**src/rtl/impact_capture_pkg.sv**
```systemverilog
package impact_capture_pkg;
  typedef enum logic [1:0] {
    ST_ARMED = 2'd0,
    ST_POST  = 2'd1,
    ST_READ  = 2'd2
  } cap_state_e;
endpackage

```
**src/rtl/capture_ctrl.sv**
```systemverilog
module capture_ctrl
  import impact_capture_pkg::*;
#(
  parameter int SW             = 12,
  parameter int FREEZE_STROBES = 6,
  parameter int READ_WINDOWS   = 40
) (
  input  logic          clk_i,
  input  logic          rst_ni,
  input  logic          strobe_i,
  input  logic          frame_last_i,
  input  logic [SW-1:0] sample_i,
  input  logic [SW-1:0] thresh_i,
  input  logic          tick_i,
  input  logic          left_zero_i,
  output logic          wr_o,
  output logic          freeze_o,
  output logic          clear_o,
  output logic          rd_o,
  output logic          impact_o,
  output logic          rd_en_o
);
  localparam int PCW = $clog2(FREEZE_STROBES + 1);
  localparam int WCW = $clog2(READ_WINDOWS + 1);

  cap_state_e     st_q;
  logic [PCW-1:0] pcnt_q;
  logic [WCW-1:0] wcnt_q;
  logic           trig;

  assign trig     = (st_q == ST_ARMED) && strobe_i && frame_last_i && (sample_i > thresh_i);
  assign clear_o  = (st_q != ST_ARMED) && tick_i && (wcnt_q == WCW'(READ_WINDOWS - 1));
  assign wr_o     = strobe_i && (st_q != ST_READ);
  assign rd_o     = (st_q == ST_READ) && tick_i && !left_zero_i;
  assign freeze_o = (st_q == ST_POST) && strobe_i && (pcnt_q == PCW'(FREEZE_STROBES - 1)) && !clear_o;

  always_ff @(posedge clk_i or negedge rst_ni) begin
    if (!rst_ni) begin
      st_q     <= ST_ARMED;
      pcnt_q   <= '0;
      wcnt_q   <= '0;
      impact_o <= 1'b0;
      rd_en_o  <= 1'b0;
    end else begin
      impact_o <= trig;
      if (clear_o) begin
        st_q    <= ST_ARMED;
        rd_en_o <= 1'b0;
      end else if (trig) begin
        st_q    <= ST_POST;
        pcnt_q  <= '0;
        wcnt_q  <= '0;
        rd_en_o <= 1'b1;
      end else begin
        if (freeze_o)                          st_q   <= ST_READ;
        else if (st_q == ST_POST && strobe_i)  pcnt_q <= pcnt_q + 1'b1;
        if (st_q != ST_ARMED && tick_i)        wcnt_q <= wcnt_q + 1'b1;
      end
    end
  end
endmodule

```
**src/rtl/capture_buf.sv**
```systemverilog
module capture_buf #(
  parameter int SW    = 12,
  parameter int DEPTH = 32
) (
  input  logic          clk_i,
  input  logic          rst_ni,
  input  logic          wr_i,
  input  logic [SW-1:0] wdata_i,
  input  logic          freeze_i,
  input  logic          clear_i,
  input  logic          rd_i,
  output logic          left_zero_o,
  output logic          rd_valid_o,
  output logic [SW-1:0] rd_data_o
);
  localparam int PW = $clog2(DEPTH);
  localparam int LW = $clog2(DEPTH + 1);
  localparam logic [PW-1:0] LAST = PW'(DEPTH - 1);

  logic [SW-1:0] mem [DEPTH];
  logic [PW-1:0] wp_q, wp_n, rp_q;
  logic          full_q, full_n;
  logic [LW-1:0] left_q;

  assign wp_n        = wr_i ? ((wp_q == LAST) ? '0 : wp_q + 1'b1) : wp_q;
  assign full_n      = full_q || (wr_i && wp_q == LAST);
  assign left_zero_o = (left_q == '0);

  always_ff @(posedge clk_i) begin
    if (wr_i && !clear_i) mem[wp_q] <= wdata_i;
  end

  always_ff @(posedge clk_i or negedge rst_ni) begin
    if (!rst_ni) begin
      wp_q       <= '0;
      rp_q       <= '0;
      full_q     <= 1'b0;
      left_q     <= '0;
      rd_valid_o <= 1'b0;
      rd_data_o  <= '0;
    end else if (clear_i) begin
      wp_q       <= '0;
      full_q     <= 1'b0;
      left_q     <= '0;
      rd_valid_o <= 1'b0;
    end else begin
      rd_valid_o <= rd_i;
      if (rd_i) begin
        rd_data_o <= mem[rp_q];
        rp_q      <= (rp_q == LAST) ? '0 : rp_q + 1'b1;
        left_q    <= left_q - 1'b1;
      end
      wp_q   <= wp_n;
      full_q <= full_n;
      // oldest entry: slot after newest once wrapped, else slot 0
      if (freeze_i) begin
        rp_q   <= full_n ? wp_n : '0;
        left_q <= full_n ? LW'(DEPTH) : LW'(wp_n);
      end
    end
  end
endmodule

```
**src/rtl/cal_flag.sv**
```systemverilog
module cal_flag #(
  parameter int CAL_WINDOWS = 5
) (
  input  logic clk_i,
  input  logic rst_ni,
  input  logic btn_i,
  input  logic tick_i,
  output logic cal_o
);
  localparam int CW = $clog2(CAL_WINDOWS + 1);

  logic [2:0]    sync_q;
  logic [CW-1:0] cnt_q;
  logic          press;

  assign press = sync_q[1] && !sync_q[2];

  always_ff @(posedge clk_i or negedge rst_ni) begin
    if (!rst_ni) begin
      sync_q <= '0;
      cnt_q  <= '0;
      cal_o  <= 1'b0;
    end else begin
      sync_q <= {sync_q[1:0], btn_i};
      if (press) begin
        cal_o <= 1'b1;
        cnt_q <= '0;
      end else if (cal_o && tick_i) begin
        if (cnt_q == CW'(CAL_WINDOWS - 1)) cal_o <= 1'b0;
        else                               cnt_q <= cnt_q + 1'b1;
      end
    end
  end
endmodule

```
**src/rtl/impact_capture.sv**
```systemverilog
module impact_capture #(
  parameter int SW             = 12,
  parameter int DEPTH          = 32,
  parameter int FREEZE_STROBES = 6,
  parameter int READ_WINDOWS   = 40,
  parameter int CAL_WINDOWS    = 5
) (
  input  logic          clk_i,
  input  logic          rst_ni,
  input  logic          strobe_i,
  input  logic          frame_last_i,
  input  logic [SW-1:0] sample_i,
  input  logic [SW-1:0] thresh_i,
  input  logic          tick_i,
  input  logic          btn_i,
  output logic          impact_o,
  output logic          rd_en_o,
  output logic          rd_valid_o,
  output logic [SW-1:0] rd_data_o,
  output logic          cal_o
);
  logic wr, freeze, clear, rd, left_zero;

  capture_ctrl #(
    .SW(SW), .FREEZE_STROBES(FREEZE_STROBES), .READ_WINDOWS(READ_WINDOWS)
  ) i_ctrl (
    .clk_i, .rst_ni, .strobe_i, .frame_last_i, .sample_i, .thresh_i, .tick_i,
    .left_zero_i(left_zero), .wr_o(wr), .freeze_o(freeze), .clear_o(clear),
    .rd_o(rd), .impact_o, .rd_en_o
  );

  capture_buf #(.SW(SW), .DEPTH(DEPTH)) i_buf (
    .clk_i, .rst_ni, .wr_i(wr), .wdata_i(sample_i), .freeze_i(freeze),
    .clear_i(clear), .rd_i(rd), .left_zero_o(left_zero), .rd_valid_o, .rd_data_o
  );

  cal_flag #(.CAL_WINDOWS(CAL_WINDOWS)) i_cal (
    .clk_i, .rst_ni, .btn_i, .tick_i, .cal_o
  );
endmodule

```
**config.mk**
```make
export PLATFORM = sky130hd
export DESIGN_NAME = impact_capture
export DESIGN_NICKNAME = d
export VERILOG_FILES = /design/src/rtl/impact_capture_pkg.sv /design/src/rtl/capture_ctrl.sv /design/src/rtl/capture_buf.sv /design/src/rtl/cal_flag.sv /design/src/rtl/impact_capture.sv
export SDC_FILE = /design/constraint.sdc
export NUM_CORES = 1
export LEC_CHECK = 0
export ABC_CLOCK_PERIOD_IN_PS = 3600
export BUFFER_PORTS_ARGS = -buffer_cell sky130_fd_sc_hd__buf_4
export CORE_MARGIN = 2
export CORE_UTILIZATION = 60
export CTS_BUF_LIST = sky130_fd_sc_hd__clkbuf_8
export CTS_CLUSTER_DIAMETER = 40
export DETAILED_ROUTE_END_ITERATION = 8
export PLACE_DENSITY = 0.77
export SLEW_MARGIN = 10
export SYNTH_ARGS = -nofsm -noshare
export SYNTH_HDL_FRONTEND = slang
export SYNTH_SLANG_ARGS = --single-unit
```
**constraint.sdc**
```tcl
create_clock -name clk_i -period 3.6 [get_ports clk_i]
set_clock_uncertainty 0.15 [all_clocks]
set_input_delay 0.54 -clock clk_i [delete_from_list [all_inputs] [get_ports clk_i]]
set_output_delay 0.54 -clock clk_i [all_outputs]
set_load 0.005 [all_outputs]
```
### Word level (Yosys, flattened, before mapping)

Memory sizes are Yosys's and may differ from the RTL's. A register that Yosys moved wholly into a read port is not among the register bits.
Cells that the tools add are included.
Widths: inputs -> output; s select.

* memories kept: 1
* logic and storage cells: 100
* register bits: 38
* output and inout bits: 16
* memory bits (writable): 384
* bits of input ports: 30

Memory list
* i_buf.mem: words 32, bits a word 12, rd ports 1, clocked after Yosys merged registers in 1, write ports 1, line capture_buf.sv:20 `logic [SW-1:0] mem [DEPTH];`

* muxes and demuxes: 31
* magnitude comparators: 1
* reductions and logical operators: 37
* bitwise gates (word level): 1
* eq/ne operators: 10
* add/sub/neg operators: 6

Operators by type and width (count)
* $mux 6: 6
* $mux 5: 7
* $mux 3: 6
* $logic_and 1x1->1: 15
* $reduce_bool 2->1: 7
* $gt 12x12->1: 1
* $add 5x1->5 const B: 2
* $eq 5x5->1 const B: 2
* $reduce_and 2->1: 5
* $mux 1: 9
* $add 3x1->3 const B: 2
* $add 6x1->6 const B: 1
* $eq 3x3->1 const B: 2
* $eq 6x6->1 const B: 1
* $logic_not 6->1: 1
* $mux 2: 3
* $reduce_bool 3->1: 2
* $sub 6x1->6 const B: 1
* $logic_not 1->1: 4
* $ne 2x1->1 const B: 2
* $reduce_and 3->1: 1
* $eq 2x1->1 const B: 1
* $eq 2x2->1 const B: 1
* $logic_not 2->1: 1
* 3 further kinds: 3

### Longest topological paths before layout

Gate-level depths: netlist (run 1).

* depth in word-level cells: 8
* gate-level depth with buffers: 8
* gate-level depth less buffers: 7

### Modules after synthesis

From an unflattened synthesis (run 1), not the netlist that was laid out.

* cell total of the unflattened synthesis: 1000
* area total of the unflattened synthesis: 17778.3 um2

By module, submodules not included
* capture_buf: cells each 858, times used 1, area each 16467.0 um2
* capture_ctrl: cells each 113, times used 1, area each 984.7 um2
* cal_flag: cells each 29, times used 1, area each 326.6 um2

### Worst setup path after synthesis (run 1)

No wires, ideal clock.

* path type: reg2reg
* start: register i_ctrl.wcnt_q[0]
* end: memory i_buf.mem[0][0] (enable)
* stages on the path, launching flop included: 8
* slack: 0.936 ns
* clock period less this slack: 2.664 ns
* arrival: 2.134 ns
* cells stage by stage: dfrtp_1 -> ha_1 -> and4bb_2 -> and3_1 -> buf_2 -> nor2_1 -> nand2_1 -> nor2_1

* longest elaborated chain between the ends: 6

RTL lines
* from (decl): line capture_ctrl.sv:28 `logic [WCW-1:0] wcnt_q;`
* from (signal assigned): line capture_ctrl.sv:57 `if (st_q != ST_ARMED && tick_i) wcnt_q <= wcnt_q + 1'b1;`
* $eq 6x6->1: line capture_ctrl.sv:32 `assign clear_o = (st_q != ST_ARMED) && tick_i && (wcnt_q == WCW'(READ_WINDOWS - 1));`
* $logic_and 1x1->1: line capture_ctrl.sv:32
* $logic_not 1->1: line capture_buf.sv:30 `if (wr_i && !clear_i) mem[wp_q] <= wdata_i;`
* $logic_and 1x1->1: line capture_buf.sv:30
* $mux 1: line capture_buf.sv:30
* $mux 1 (not written as such): line capture_buf.sv:30
* to (decl): line capture_buf.sv:20

Every way passes these cells.

==> impl_metrics.csv, run 1 <==
group,metric,value,unit
final_layout,layout_common_cells,"edfxtp_1, mux2i_1, buf_4, clkbuf_8, nor2_1",
logic_synthesis,synth.area.top_cells,"edfxtp_1, mux2i_1, dfrtp_1",
final_layout,mostFrequentLayoutCell,"edfxtp_1",
cts,cts.sinks,434,
global_routing,grt_max_degree,52,
power,pwr-share-clk,0.258,
drt,drc_errors,0,
cts,cts_buffers,68,
logic_synthesis,syn_avg_cell_area,16.3,um2
logic_synthesis,synthFlopType,"edfxtp_1",
critical_path,criticalPathCategory,"reg2reg",
cts,cts_tree,"done",
worst_hold_path,min_from,"sample_i[1]",
placed_design,place.gp.congestion,0.847,
sta,timing.hold.ws,0.136,ns
cts,worstSkewPairLatency,0.58,ns
logic_synthesis,yosysWarningCount,0,
critical_path,crit-reg2reg-launch,"i_buf.rp_q[1]",
power,power_frac_seq,0.455,
critical_path,crit_required,3.91,ns
logic_synthesis,ys_ff_latch,434,
sta,relSlewSlack,0.427,
sta,slew_violations,0,
critical_path,cp_max_fo,37,
floorplanning,die_h,177,um
sta,max_freq,358,MHz
critical_path,start_kind,"register",
final_layout,areaGrowthSynthToFinish,11.7,%
drt,drtPass1Iterations,7,
sta,setup_tns,0,ns
final_layout,multi_input_area,4750,um2
logic_synthesis,postSynthCellCount,1104,
power,power.switching_fraction,0.327,
logic_synthesis,synth_edf_count,384,
critical_path,cp-end-kind,"register",
placed_design,dp_hpwl,24000,um
drt,drt_iter0_drc,1044,
floorplanning,start_util,0.608,
critical_path,cp-startpoint,"i_buf.rp_q[1]",
global_routing,grt_use_total,0.256,
sta,hold_viol,0,
power,p_leak,7.39,nW
power,comb_power_share,0.288,
global_routing,antenna_found_initial,0,
final_layout,post-route-util,0.679,
floorplanning,die_area,31400,um2
global_routing,grt_pass1_wl,59100,um
global_routing,grt_pass1_vias,10100,
power,ir_drop,0.000451,V
logic_synthesis,async_flop_share,0.115,
drt,ant_nets,0,
power,power.switching,0.00456,W
floorplanning,core,29600,um2
final_layout,n_antenna_cell,0,
logic_synthesis,syn_nets,1160,
final_layout,final_area,20100,um2
sta,tightest_slew,0.860,ns
placed_design,dpl_cell_area,18900,um2
final_layout,ff_latch_area,12800,um2
critical_path,crit_arrival,3.10,ns
final_layout,fillers,1977,
logic_synthesis,syn_area,18000,um2
drt,viasPerCell,6.12,
drt,routedWlPerCell,23.2,um
final_layout,drive_gt1_frac,0.164,
cts,cts_max_level,3,
logic_synthesis,synth-seq-area-share,0.710,
drt,vias,10200,
sta,setup_viol,0,
logic_synthesis,synth_top_area_frac,0.640,
sta,period_minus_slack,2.79,ns
power,p_total,0.0139,W
final_layout,nNetsFinal,1272,
status,status,"finished, final reports clean",
cts,max-clock-path-buffers,3,
logic_synthesis,synth_top_area_cell,"edfxtp_1",
sta,min_period_over_period,0.775,
run,cap_violations,0,
floorplanning,ios,46,
cts,clk_pin_slew,0.06,ns
worst_hold_path,hp-class,"in2reg",
power,p_int,0.00939,W
drt,routed_wl,38500,um
logic_synthesis,post_synth_num_cell_types,58,
cts,cts_resized,0,
floorplanning,core.rowCount,63,
sta,rsz0062_at_grt,"false",
floorplanning,die_x,177,um
cts,cts-root-buf,"clkbuf_8",
placed_design,numPortBuffers,45,
global_routing,grt-ovfl-total,0,
power,p_per_area,693,nW/um2
-- logic make-up (layout without fill, tap and decap cells) --
kind of cell	after synthesis	after routing	share of synthesized area
flops	434	434	0.710
buf+inv	82	248	0.0282
xor+xnor	8	8	0.00389
compound gates	201	201	0.0879
fa+ha+maj	26	26	0.0181
simple gates	153	153	0.0413
mux	200	200	0.111
-- worst paths after layout --
check	end	cells past startpoint	slack, ns
setup reg to reg	i_buf.rd_data_o[4]	6	0.81
hold reg to reg	i_cal.sync_q[1]	0	0.20
hold / removal	i_buf.mem[10][1]	1	0.14
min in group asynchronous	i_cal.cnt_q[2]	2	0.41
setup / recovery	i_buf.rd_data_o[4]	6	0.81
max in group asynchronous	i_buf.rp_q[1]	2	2.37
-- power groups by stage --
stage / Combinational [W] / Sequential, W / Clock (W)
after global placement: 0.00390 / 0.00642 / 0
after detailed placement: 0.00400 / 0.00644 / 0
after global routing: 0.00433 / 0.00639 / 0.00390
final: 0.00401 / 0.00634 / 0.00359
after CTS: 0.00402 / 0.00634 / 0.00366
after floorplan: 0.00296 / 0.00618 / 0
-- per-stage QoR --
step | setup WS [ns] | std cells
after global placement | 0.714 | 1534
after CTS | 0.808 | 1660
after global routing | 0.673 | 1660
after floorplan | 0.936 | 1104
after detailed placement | 0.646 | 1534
final | 0.808 | 1660
-- registers in the layout (all words and copies together), names as in the netlist, 5 cells and up --
name / flops
i_buf.left_q: 6
i_buf.mem: 384
i_buf.rd_data_o: 12
i_buf.rp_q: 5
i_buf.wp_q: 5
i_ctrl.wcnt_q: 6
-- synthesized netlist by cell type (12+ instances only) --
master / n
a221oi_1: 26
o22ai_1: 13
a22o_1: 24
a21oi_1: 34
a22oi_1: 49
o41ai_2: 12
inv_1: 22
dfrtp_1: 50
edfxtp_1: 384
mux2i_1: 200
nand3_1: 13
clkbuf_1: 23
nand2_1: 34
ha_1: 26
nor2_1: 57
-- layer usage --
| layer | global-route usage | wire length [um] | vias to the layer above |
|---|---|---|---|
| li1 | - | - | 4603 |
| met1 | 0.352 | 15900 | 5091 |
| met2 | 0.411 | 18700 | 403 |
| met3 | 0.0492 | 2820 | 64 |
| met4 | 0.0949 | 1050 | 0 |
| met5 | 0 | 0 | - |
-- critical path, cell delays in order, from the launching register on --
cell      delay [ns]
dfrtp_4         0.86
buf_12          0.28
mux2i_1         0.10
a22o_1          0.24
a221oi_1        0.44
o22ai_1         0.23
o41ai_2         0.36
-- final cells by class --
| cell class | count | share of cell area |
|---|---|---|
| sequential | 434 | 0.635 |
| tap | 390 | 0.0242 |
| timing repair buffer | 102 | 0.0414 |
| clock buffer | 68 | 0.0465 |
| clock inverter | 56 | 0.0124 |
| multi-input combinational | 588 | 0.236 |
| inverter | 22 | 0.00410 |
-- what timing repair did --
action | CTS | global route
endpoints found under the hold margin | 51 | 0
hold buffers | 2 | 0
setup buffers | 0 | 0
No activity file was read; power rests on OpenSTA's default activity.
==> run 2, diff against run 1 <==
ABC_CLOCK_PERIOD_IN_PS = 2400   (was 3600)
CORE_UTILIZATION = 58   (was 60)
PLACE_DENSITY = 0.78   (was 0.77)
clock period = 2.4 ns   (was 3.6 ns; I/O delays follow)
==> impl_metrics.csv, run 2 (same netlist as run 1, synthesis figures left out) <==
group,metric,value,unit
final_layout,largest_reg_flops,384,
floorplanning,start_util,0.589,
floorplanning,core,30600,um2
cts,cts.sinks,434,
final_layout,top_register,"i_buf.mem",
cts,cts_max_level,3,
critical_path,cp_max_fo,12,
cts,clk_pin_slew,0.06,ns
sta,slew_violations,0,
placed_design,dp_hpwl,25900,um
power,ir_drop,0.000550,V
power,pwr-share-clk,0.259,
global_routing,grt_max_degree,51,
drt,ant_nets,0,
power,power_frac_seq,0.433,
critical_path,crit_required,2.53,ns
power,power.switching_fraction,0.325,
critical_path,crit_arrival,2.51,ns
worst_hold_path,hp-class,"in2reg",
floorplanning,die_x,180,um
placed_design,numPortBuffers,45,
drt,drt_iter0_drc,1136,
sta,hold_viol,0,
drt,vias,10400,
drt,routed_wl,40200,um
sta,rsz0062_at_grt,"true",
sta,max_freq,421,MHz
sta,setup_viol,0,
final_layout,reg_top3,"i_buf.mem x384, i_buf.rd_data_o x12",
global_routing,grt-ovfl-total,0,
global_routing,grt_use_total,0.248,
drt,routedWlPerCell,23.6,um
final_layout,final_area,21200,um2
power,p_leak,7.62,nW
run,cap_violations,0,
critical_path,cpMostUsedCell,"nor2_4",
critical_path,criticalPathCategory,"reg2reg",
global_routing,grt_pass1_wl,60700,um
cts,cts_buffers,69,
drt,drc_errors,0,
critical_path,worstPathCellList,"ha_1 -> and4bb_2 -> and3_1 -> nor2_4 -> nand2_4 -> nor2_4 -> buf_12",
cts,cts_setup_buffers,0,
critical_path,start_kind,"register",
status,status,"finished, final reports clean",
power,p_int,0.0146,W
cts,cts_tree,"done",
critical_path,slowest_stage,"dfrtp_1",
cts,cts-root-buf,"clkbuf_8",
power,power.switching,0.00705,W
global_routing,grt_pass1_vias,10400,
cts,worstSkewPairLatency,0.59,ns
power,comb_power_share,0.308,
sta,tightest_slew,0.704,ns
final_layout,nNetsFinal,1313,
sta,min_period_over_period,0.991,
global_routing,antenna_found_initial,2,
floorplanning,ios,46,
floorplanning,core.rowCount,64,
final_layout,fillers,1965,
critical_path,critPathMaxStageDelay,0.41,ns
placed_design,dpl_cell_area,20000,um2
final_layout,areaGrowthSynthToFinish,17.9,%
final_layout,mostFrequentLayoutCell,"edfxtp_1",
critical_path,cp.buffers_inverters,1,
floorplanning,die_area,32500,um2
placed_design,place.gp.congestion,0.828,
critical_path,cp-end-kind,"register",
critical_path,crit_family,"simple AND/OR/NAND/NOR gates",
sta,setup_slack,0.0223,ns
placed_design,pre_cts_ws,0.00483,ns
final_layout,layout_common_cells,"edfxtp_1, mux2i_1, buf_4, clkbuf_8",
final_layout,drive_gt1_frac,0.219,
drt,drtPass1Iterations,7,
sta,period_minus_slack,2.38,ns
power,p_per_area,1020,nW/um2
cts,max-clock-path-buffers,3,
sta,timing.hold.ws,0.0649,ns
drt,viasPerCell,6.12,
floorplanning,die_h,180,um
sta,relSlewSlack,0.531,
[run 2: repair_timing]
item                       4_1_cts  5_1_grt
setup endpoints to repair        0      325
hold endpoints to repair        60        0
hold buffers                     5        0
resized for setup                0        4
[run 2: final timing paths]
| kind | start | endpoint | slack [ns] | cells after the start |
|---|---|---|---|---|
| max in group asynchronous | rst_ni | i_buf.rp_q[1] | 1.33 | 2 |
| min in group asynchronous | rst_ni | i_cal.cnt_q[2] | 0.21 | 2 |
| hold reg to reg | i_cal.sync_q[0] | i_cal.sync_q[1] | 0.20 | 0 |
| setup / recovery | i_ctrl.wcnt_q[1] | i_buf.mem[24][7] | 0.02 | 7 |
| hold / removal | frame_last_i | i_ctrl.pcnt_q[2] | 0.06 | 4 |
| setup reg to reg | i_ctrl.wcnt_q[1] | i_buf.mem[24][7] | 0.02 | 7 |
[run 2: through the flow]
stage | utilization | total power, W | setup TNS [ns] | instances
floorplan | - | 0.0139 | 0 | 1104
global placement | 0.652 | 0.0159 | 0 | 1577
detailed placement | 0.652 | 0.0161 | 0 | 1577
CTS | 0.694 | 0.0217 | 0 | 1699
global route | 0.695 | 0.0226 | -2.14 | 1699
finish | 0.695 | 0.0217 | 0 | 1700
[run 2: layer usage]
metal / up-vias / global-route usage / part of all wire
met5: - / 0 / 0.00017
met4: 2 / 0.115 / 0.041
met3: 80 / 0.0614 / 0.076
met2: 383 / 0.388 / 0.47
met1: 5240 / 0.332 / 0.41
li1: 4697 / - / -
[run 2: power by group through the flow]
stage	combinational [W]	sequential (W)	clock (W)
after CTS	0.00666	0.00936	0.00572
after global routing	0.00713	0.00944	0.00606
final	0.00668	0.00938	0.00562
after detailed placement	0.00663	0.00951	0
after floorplan	0.00466	0.00927	0
after global placement	0.00644	0.00948	0
[run 2: final cells by class]
cell class / count / area, um2 / area share
Sequential cell: 434 / 12800 / 0.602
Multi-Input combinational cell: 588 / 5040 / 0.237
Timing Repair Buffer: 142 / 1620 / 0.0761
Clock buffer: 71 / 977 / 0.0460
Tap cell: 396 / 495 / 0.0233
Clock inverter: 46 / 244 / 0.0115
Inverter: 22 / 82.6 / 0.00389
Antenna cell: 1 / 2.50 / 0.000118
[run 2: worst reg2reg max path, stage by stage (launching register included)]
cell      delay (ns)
dfrtp_1         0.41
ha_1            0.22
and4bb_2        0.25
and3_1          0.20
nor2_4          0.24
nand2_4         0.25
nor2_4          0.19
buf_12          0.16
